### src/rtl/npc_pkg.sv
package npc_pkg;

    typedef enum logic [1:0] {
        KIND_REG = 2'b00,
        KIND_JMP = 2'b01,
        KIND_IMM = 2'b10,
        KIND_SHF = 2'b11
    } ins_kind_e;

    localparam logic [4:0] FN_JUMP = 5'b00000;
    localparam logic [4:0] FN_CALL = 5'b00001;
    localparam logic [4:0] FN_BEQ  = 5'b00100;

    localparam int unsigned JOFF_W = 24;
    localparam int unsigned BOFF_W = 14;
    localparam int unsigned STEP_BYTES = 4;

    typedef enum logic [2:0] {
        FLOW_SEQ,
        FLOW_JUMP,
        FLOW_CALL,
        FLOW_BRANCH,
        FLOW_RETURN
    } flow_e;

    typedef struct packed {
        flow_e flow;
        logic  push;
        logic  pop;
    } flow_ctl_t;

    // Return on stop bit has priority over all other flows.
    function automatic flow_e classify(input logic [1:0] kind,
                                       input logic [4:0] fn,
                                       input logic       stop,
                                       input logic       taken);
        flow_e f;
        if (stop)
            f = FLOW_RETURN;
        else if (kind == KIND_JMP && fn == FN_JUMP)
            f = FLOW_JUMP;
        else if (kind == KIND_JMP && fn == FN_CALL)
            f = FLOW_CALL;
        else if (kind == KIND_IMM && fn == FN_BEQ && taken)
            f = FLOW_BRANCH;
        else
            f = FLOW_SEQ;
        return f;
    endfunction

endpackage

### src/rtl/npc_flow_decode.sv
module npc_flow_decode
    import npc_pkg::*;
(
    input  logic       strobe,
    input  logic [1:0] kind,
    input  logic [4:0] fn,
    input  logic       stop,
    input  logic       taken,
    output flow_ctl_t  ctl
);

    always_comb begin
        ctl.flow = classify(kind, fn, stop, taken);
        ctl.push = strobe && (ctl.flow == FLOW_CALL);
        ctl.pop  = strobe && (ctl.flow == FLOW_RETURN);
    end

endmodule

### src/rtl/npc_ret_stack.sv
module npc_ret_stack #(
    parameter  int unsigned W     = 32,
    parameter  int unsigned DEPTH = 16,
    localparam int unsigned IDX_W = $clog2(DEPTH),
    localparam int unsigned SP_W  = IDX_W + 1
) (
    input  logic            clk,
    input  logic            rst,
    input  logic            push,
    input  logic            pop,
    input  logic [W-1:0]    push_addr,
    output logic [W-1:0]    top_addr,
    output logic [SP_W-1:0] sp,
    output logic            empty,
    output logic            full,
    output logic            ovf,
    output logic            udf
);

    logic [W-1:0]     mem [DEPTH];
    logic [IDX_W-1:0] rd_idx;
    logic [IDX_W-1:0] wr_idx;

    assign empty    = (sp == '0);
    assign full     = (sp == SP_W'(DEPTH));
    assign rd_idx   = IDX_W'(sp - 1'b1);
    assign wr_idx   = sp[IDX_W-1:0];
    assign top_addr = mem[rd_idx];

    always_ff @(posedge clk) begin
        if (rst) begin
            sp  <= '0;
            ovf <= 1'b0;
            udf <= 1'b0;
        end else begin
            if (push) begin
                if (full) ovf <= 1'b1;
                else      sp  <= sp + 1'b1;
            end
            if (pop) begin
                if (empty) udf <= 1'b1;
                else       sp  <= sp - 1'b1;
            end
        end
    end

    always_ff @(posedge clk) begin
        if (push && !full)
            mem[wr_idx] <= push_addr;
    end

    AST_PUSH_STEP: assert property (@(posedge clk) disable iff (rst)
        push && !full |=> sp == $past(sp) + 1'b1);
    AST_POP_STEP: assert property (@(posedge clk) disable iff (rst)
        pop && !empty |=> sp == $past(sp) - 1'b1);
    AST_SP_BOUND: assert property (@(posedge clk) disable iff (rst)
        sp <= SP_W'(DEPTH));
    AST_OVF_STICKY: assert property (@(posedge clk) disable iff (rst)
        ovf |=> ovf);
    AST_FULL_HOLD: assert property (@(posedge clk) disable iff (rst)
        push && full |=> sp == $past(sp) && ovf);
    AST_UDF_STICKY: assert property (@(posedge clk) disable iff (rst)
        udf |=> udf);
    AST_EMPTY_HOLD: assert property (@(posedge clk) disable iff (rst)
        pop && empty |=> sp == '0 && udf);

endmodule

### src/rtl/npc_target.sv
module npc_target
    import npc_pkg::*;
#(
    parameter int unsigned PC_W = 32
) (
    input  flow_e                  flow,
    input  logic [PC_W-1:0]        pc,
    input  logic [JOFF_W-1:0]      jump_off,
    input  logic [BOFF_W-1:0]      branch_off,
    input  logic [PC_W-1:0]        top_addr,
    input  logic                   empty,
    output logic [PC_W-1:0]        seq_pc,
    output logic [PC_W-1:0]        nxt_pc
);

    logic [PC_W-1:0] jump_ext;
    logic [PC_W-1:0] br_ext;

    assign jump_ext = {{(PC_W-JOFF_W){jump_off[JOFF_W-1]}}, jump_off};
    assign br_ext   = {{(PC_W-BOFF_W){branch_off[BOFF_W-1]}}, branch_off};
    assign seq_pc   = pc + PC_W'(STEP_BYTES);

    always_comb begin
        unique case (flow)
            FLOW_JUMP,
            FLOW_CALL:   nxt_pc = pc + jump_ext;
            FLOW_BRANCH: nxt_pc = pc + br_ext;
            FLOW_RETURN: nxt_pc = empty ? seq_pc : top_addr;
            default:     nxt_pc = seq_pc;
        endcase
    end

endmodule

### src/rtl/npc_unit.sv
module npc_unit
    import npc_pkg::*;
#(
    parameter  int unsigned PC_W      = 32,
    parameter  int unsigned STK_DEPTH = 16,
    localparam int unsigned SP_W      = $clog2(STK_DEPTH) + 1
) (
    input  logic                clk,
    input  logic                rst,
    input  logic                instr_done,
    input  logic [1:0]          ins_kind,
    input  logic [4:0]          ins_func,
    input  logic                ins_stop,
    input  logic [23:0]         jump_off,
    input  logic [13:0]         branch_off,
    input  logic                branch_taken,
    output logic [PC_W-1:0]     pc,
    output logic [SP_W-1:0]     sp,
    output logic                stack_ovf,
    output logic                stack_udf
);

    flow_ctl_t       ctl;
    logic [PC_W-1:0] top_addr;
    logic [PC_W-1:0] seq_pc;
    logic [PC_W-1:0] nxt_pc;
    logic            empty;
    logic            full;

    npc_flow_decode i_decode (
        .strobe (instr_done),
        .kind   (ins_kind),
        .fn     (ins_func),
        .stop   (ins_stop),
        .taken  (branch_taken),
        .ctl    (ctl)
    );

    npc_ret_stack #(.W(PC_W), .DEPTH(STK_DEPTH)) i_stack (
        .clk       (clk),
        .rst       (rst),
        .push      (ctl.push),
        .pop       (ctl.pop),
        .push_addr (seq_pc),
        .top_addr  (top_addr),
        .sp        (sp),
        .empty     (empty),
        .full      (full),
        .ovf       (stack_ovf),
        .udf       (stack_udf)
    );

    npc_target #(.PC_W(PC_W)) i_target (
        .flow       (ctl.flow),
        .pc         (pc),
        .jump_off   (jump_off),
        .branch_off (branch_off),
        .top_addr   (top_addr),
        .empty      (empty),
        .seq_pc     (seq_pc),
        .nxt_pc     (nxt_pc)
    );

    always_ff @(posedge clk) begin
        if (rst)             pc <= '0;
        else if (instr_done) pc <= nxt_pc;
    end

    AST_PC_HOLD: assert property (@(posedge clk) disable iff (rst)
        !instr_done |=> $stable(pc) && $stable(sp));
    AST_SEQ_STEP: assert property (@(posedge clk) disable iff (rst)
        instr_done && !ins_stop && ins_kind == KIND_REG
        |=> pc == $past(pc) + PC_W'(STEP_BYTES));
    AST_JUMP_NO_STACK: assert property (@(posedge clk) disable iff (rst)
        instr_done && !ins_stop && ins_kind == KIND_JMP && ins_func == FN_JUMP
        |=> $stable(sp));
    AST_STOP_NO_PUSH: assert property (@(posedge clk) disable iff (rst)
        instr_done && ins_stop |=> sp <= $past(sp));

endmodule

### config.mk
export PLATFORM = sky130hd
export DESIGN_NAME = npc_unit
export DESIGN_NICKNAME = d
export VERILOG_FILES = /design/src/rtl/npc_pkg.sv /design/src/rtl/npc_flow_decode.sv /design/src/rtl/npc_ret_stack.sv /design/src/rtl/npc_target.sv /design/src/rtl/npc_unit.sv
export SDC_FILE = /design/constraint.sdc
export NUM_CORES = 1
export LEC_CHECK = 0
export BUFFER_PORTS_ARGS = -buffer_cell sky130_fd_sc_hd__buf_2
export CORE_ASPECT_RATIO = 0.5
export CORE_MARGIN = 4
export CORE_UTILIZATION = 45
export DETAILED_ROUTE_END_ITERATION = 7
export GPL_TIMING_DRIVEN = 0
export PLACE_DENSITY = 0.61
export SETUP_SLACK_MARGIN = 0.05
export SYNTH_ARGS = -nofsm -noshare
export SYNTH_HDL_FRONTEND = slang
export SYNTH_SLANG_ARGS = --single-unit
export TNS_END_PERCENT = 50
### constraint.sdc
create_clock -name clk -period 4.48 [get_ports clk]
set_clock_uncertainty 0.1 [all_clocks]
set_input_delay 0.896 -clock clk [delete_from_list [all_inputs] [get_ports clk]]
set_output_delay 0.896 -clock clk [all_outputs]
set_load 0.1 [all_outputs]
# After elaboration in Yosys (flattened, before gate mapping)
# Memory sizes are Yosys's and may differ from the RTL's.
# Cells that the tools add are included.
[classes]
add_sub_neg = 5
eq_ne = 9
n_mux = 12
reduce_logical = 13
[op_table]
columns = ["operator", "count"]
rows = [
  ["$pmux W32 S3", 1],
  ["$add A32 B32 Y32", 2],
  ["$add A32 B3 Y32 const B", 1],
  ["$mux W32", 1],
  ["$mux W5", 4],
  ["$logic_not A5 Y1", 2],
  ["$mux W3", 3],
  ["$logic_and A1 B1 Y1", 7],
  ["$eq A3 B2 Y1 const B", 2],
  ["$add A5 B1 Y5 const B", 1],
  ["$eq A5 B1 Y1 const B", 1],
  ["$eq A5 B3 Y1 const B", 1],
  ["$eq A5 B5 Y1 const B", 1],
  ["$sub A5 B1 Y5 const B", 1],
  ["$reduce_and A2 Y1", 2],
  ["$eq A3 B1 Y1 const B", 1],
  ["$eq A3 B3 Y1 const B", 1],
  ["$eq A2 B1 Y1 const B", 1],
  ["$eq A2 B2 Y1 const B", 1],
  ["$mux W1", 2],
  ["$mux W2", 1],
  ["$reduce_or A2 Y1", 1],
  ["$logic_not A1 Y1", 1],
]
[word_totals]
register_bits = 39
ramBits = 512
input_bits = 50
output_inout_bits = 39
elab_cells = 44
mem_count = 1
[memory_table]
columns = ["name", "depth", "width", "read_ports", "rd_ports_with_merged_regs", "wr", "line_no", "rtl"]
rows = [
  ["i_stack.mem", 16, 32, 1, 0, 1, "npc_ret_stack.sv:20", "logic [W-1:0] mem [DEPTH];"],
]

# Depth between registers and ports, before layout
[logic_depth]
depth_word = 12
mapped_depth = 16
mapped_depth_nobuf = 15

# Hierarchy
# Synthesis repeated with hierarchy kept, for this count alone.
[unflattened]
hier_cells = 1546
area_unflattened_um2 = 24743.7
[modules_own_cells]
columns = ["module", "instances", "cells_each", "area_per_inst_um2", "seq_area_each_um2"]
rows = [
  ["npc_ret_stack", 1, 887, 20021.7, 15514.9],
  ["npc_target", 1, 544, 3484.6, 0.0],
  ["npc_unit", 1, 103, 1163.6, 640.6],
  ["npc_flow_decode", 1, 12, 73.8, 0.0],
]

# Least setup slack after synthesis
# OpenSTA, ideal clock, no wires.
[synth_path]
kind = "input port to flip-flop"
from = "in ins_stop"
to = "reg pc[30]"
setup_time_ns = 0.088
arrival_ns = 4.350
required_time_ns = 4.292
path_slack_ns = -0.058
stages = 15
n_path_buf = 1
cell_sequence = "nor4_2 > nand2_1 > clkbuf_1 > mux2_2 > ha_1 > inv_1 > fa_1 > nor2b_1 > o2111ai_1 > a21boi_1 > a311o_1 > a21oi_4 > o31ai_1 > mux2_1 > nor4_2"
[synth_via]
elab_chain_len = 4
word_cells_on_any_way = 7
classes_between = "eq/ne (4); mux (2); reduce/logical (1)"
[synth_rtl]
columns = ["element", "line_no", "rtl"]
rows = [
  ["start: declaration", "npc_unit.sv:13", "input logic ins_stop,"],
  ["$mux W3 *", "npc_pkg.sv:38", "if (stop)"],
  ["$eq A3 B2 Y1 or $eq A3 B1 Y1 (tied branches)", "npc_target.sv:24", "unique case (flow)"],
  ["$reduce_or A2 Y1", "npc_target.sv:24", ""],
  ["$pmux W32 S3 *", "npc_target.sv:24", ""],
  ["end signal: assignment", "npc_unit.sv:66", "else if (instr_done) pc <= nxt_pc;"],
  ["end: declaration", "npc_unit.sv:17", "output logic [PC_W-1:0] pc,"],
]
# Every way passes the cells marked *; elsewhere a longest branch is shown, timed or not.
# A chain may end at the register's enable or synchronous reset.

# Worst setup path in the final report
[layout_path]
from = "in ins_func[0]"
to = "reg pc[30]"
[layout_via]
elab_chain_len = 10
word_cells_on_any_way = 17
classes_between = "eq/ne (6); mux (5); reduce/logical (6)"
[layout_rtl]
columns = ["element", "line_no", "rtl"]
rows = [
  ["start: declaration", "npc_unit.sv:12", "input logic [4:0] ins_func,"],
  ["$eq A5 B3 Y1", "npc_pkg.sv:44", "else if (kind == KIND_IMM && fn == FN_BEQ && taken)"],
  ["$logic_and A1 B1 Y1 (2 in a row)", "npc_pkg.sv:44", ""],
  ["$mux W2", "npc_pkg.sv:44", ""],
  ["$mux W3", "npc_pkg.sv:42", "else if (kind == KIND_JMP && fn == FN_CALL)"],
  ["$mux W3 *", "npc_pkg.sv:40", "else if (kind == KIND_JMP && fn == FN_JUMP)"],
  ["$mux W3 *", "npc_pkg.sv:38", ""],
  ["$eq A3 B2 Y1 or $eq A3 B1 Y1 (tied branches)", "npc_target.sv:24", ""],
  ["$reduce_or A2 Y1", "npc_target.sv:24", ""],
  ["$pmux W32 S3 *", "npc_target.sv:24", ""],
]
# Marked as above.

==> flow_metrics.py <==
metrics = {
    "layout": {
        "stdcell_count": 2269,
        "finish.net_count": 1617,
        "nFillCells": 4154,
        "drive_above_1_share": 0.289,
        "syn2layout_area_growth_pct": 14.5,
    },
    "synth": {
        "ys_top_cells_by_count": "512 x edfxtp_1, 142 x mux4_2, 68 x nor2_1, 50 x nand2_1, 43 x a21oi_1",
        "yosys_warnings": 0,
        "yosysTopAreaCellShare": 0.637,
        "synthArstFlopShare": 0,
        "ys_seq_elements": 551,
        "synth-seq-area-share": 0.669,
        "syn_avg_cell_area_um2": 17.6,
        "synth_top_area_cell": "edfxtp_1",
        "ys.flop_type": "edfxtp_1",
        "netlist_area_um2": 24100,
        "syn_inst": 1368,
        "yosysMostFrequentCell": "edfxtp_1",
        "synth_edf_count": 512,
        "ys_types": 82,
        "synth_area_leaders": "edfxtp_1 64%, mux4_2 13%, dfxtp_1 3.2%",
        "synth_nets": 1458,
    },
    "min_path": {
        "holdPathStages": 2,
        "min_path_type": "flop to flop",
    },
    "floorplan": {
        "die-width_um": 336,
        "ios": 89,
        "core_region_area_um2": 52500,
        "die_height_um": 172,
        "rows": 59,
        "start_util": 0.460,
        "dieArea_um2": 57600,
    },
    "drt": {
        "ant_nets": 0,
        "drt_pass1_iterations": 7,
        "vias_per_cell": 6.22,
        "routed_wirelength_um": 65500,
        "wire_per_inst_um": 28.9,
        "drt_iter0_markers": 1499,
        "drc": 0,
        "vias": 14100,
    },
    "sta": {
        "worst_slew_pin_slew_ps": 1410,
        "min_period_ps": 4290,
        "max_freq_mhz": 233,
        "drv_slew": 0,
        "setup_viol": 0,
        "grt_setup_unrepaired": "yes",
        "setup_tns_ps": 0,
        "max_slew_margin": 0.0546,
        "period_share": 0.957,
        "final_hold_viol_count": 0,
    },
    "worst_setup_path": {
        "max_stage_delay_ps": 450,
        "r2r_cells": 14,
        "crit_path_max_fanout": 10,
        "cp_num_cells": 17,
        "critical_path_buf_inv_count": 3,
        "required_ps": 4880,
        "start_kind": "input port",
        "slowest_stage": "fa_1",
        "cp-end-kind": "flop",
        "path_cells": "buf_2 -> nand4b_1 -> nor2_4 -> nand2_2 -> buf_4 -> mux2_2 -> ha_1 -> inv_1 -> fa_1 -> nor2b_2 -> o2111ai_1 -> a21boi_2 -> a311o_2 -> a21oi_4 -> o31ai_2 -> mux2_1 -> nor4_2",
        "arrival_ps": 4680,
        "worstSetupPathType": "input port to flop",
        "cp_top_family": "compound AO/OA/AOI/OAI gates",
    },
    "status": {
        "status": "completed",
    },
    "clock_tree": {
        "cts_sinks": 551,
        "clock_latency_ps": 590,
        "cts_tree": "built",
        "cts_buffer_depth": 3,
        "cts_made_buffers": 49,
        "cts_root_buf": "clkbuf_16",
        "cts.htree.levels": 2,
        "clk_pin_slew_ps": 70,
    },
    "global_routing": {
        "grt_remaining_overflow": 0,
        "grt_antenna_before_repair": 0,
        "grt_max_degree": 23,
        "grt_first_pass_wirelength_um": 95300,
        "grt_usage": 0.229,
        "first_global_vias": 13800,
    },
    "pwr": {
        "ir_drop_uv": 310,
        "p_clk_frac": 0.285,
        "power_density_nw_per_um2": 533,
        "p_switching_mw": 4.95,
        "p_comb_frac": 0.308,
        "p_sw_frac": 0.337,
        "leakage_nw": 9.36,
        "p_int_mw": 9.76,
        "seqPwrFrac": 0.407,
    },
    "place": {
        "io_buffer_count": 88,
        "place_inst": 2174,
        "gp_congestion": 0.902,
        "hpwlAfterDp_um": 44200,
    },
    "job": {
        "maxCapViolations": 0,
    },
}
cells in the final DEF, fill, tap and decap left out, types with 12 or more instances in the layout:
master,n
inv_1,21
xnor2_1,16
clkinv_2,12
a21oi_1,43
buf_12,18
ha_1,39
mux2_2,14
a311oi_1,12
nor3_1,19
clkbuf_1,28
dfxtp_1,39
edfxtp_1,512
nand2_1,49
clkbuf_16,50
mux2i_1,15
mux4_2,142
a211oi_1,18
o21ai_0,18
buf_2,114
xor2_1,12
nand3_1,22
nor2_1,66
a21o_1,30
xnor2_2,12
path summary, 6_finish.rpt:
| check | startpoint | to | slack (ps) |
|---|---|---|---|
| max | ins_func[0] | pc[30] | 190 |
| min reg2reg | i_stack.ovf | i_stack.ovf | 370 |
| min | i_stack.ovf | i_stack.ovf | 370 |
| max reg2reg | i_stack.sp[0] | pc[1] | 270 |
area by class of cell:
type	instances	area, um2	share of cell area
flip-flops and latches	551	16200	0.585
multi-input cells	724	7720	0.279
clock buffers	57	1280	0.0462
well taps	701	877	0.0317
repair buffers	109	813	0.0294
plain buffers	71	413	0.0149
clock inverters	33	290	0.0105
inverters	21	78.8	0.00285
diodes	2	5.00	0.000181
worst min-delay path: cells and delay by family (launching register included):
kind	cells	cell delay, ps
AND/OR/NAND/NOR	1	70
flip-flops	1	330
AO/OA/AOI/OAI	1	40
cells by family after synthesis:
group	count (synthesis)	synth area share
DFF	551	0.669
and+or+nand+nor	247	0.0549
AOI/OAI and AO/OA	209	0.0627
muxes	180	0.154
buffers and inverters	93	0.0196
xor gates and xnor gates	48	0.0180
adders and majority gates	40	0.0210
metal layers:
layer,global-route usage,part of all wire,vias up
li1,-,-,5913
met1,0.343,0.43,7437
met2,0.358,0.45,675
met3,0.0395,0.099,84
met4,0.0420,0.015,0
met5,0,0,-
power groups by stage:
| stage | combinational (mW) | sequential (mW) | clock [mW] |
|---|---|---|---|
| CTS | 4.49 | 5.98 | 4.24 |
| global route | 4.78 | 6.00 | 4.45 |
| global placement | 4.37 | 6.09 | 0 |
| finish | 4.54 | 5.99 | 4.19 |
| detailed placement | 4.45 | 6.09 | 0 |
| floorplan | 2.61 | 6.41 | 0 |
metrics by stage:
step                hold WS, ps   util  power (mW)  setup WS (ps)  area [um2]
finish                      374  0.526        14.7            194       27600
global route                421  0.526        15.2           17.4       27600
CTS                         374  0.524        14.7           68.3       27500
detailed placement          357  0.493        10.5          -1190       25900
global placement            353  0.485        10.5          -1490       25500
floorplan                   518      -        9.01           83.2       24100
state kept, by name, indices dropped and copies added (netlist names):
signal       flops
i_stack.sp       5
i_stack.udf      1
i_stack.mem    512
pc              32
i_stack.ovf      1
repair_timing:
item | in CTS | in global routing
gates resized for setup | 19 | 9
hold buffers | 0 | 0
pin swaps | 1 | 1
setup buffers | 2 | 1
endpoints found under the setup margin | 32 | 10
Note: power is estimated with default switching activity, not from simulation.
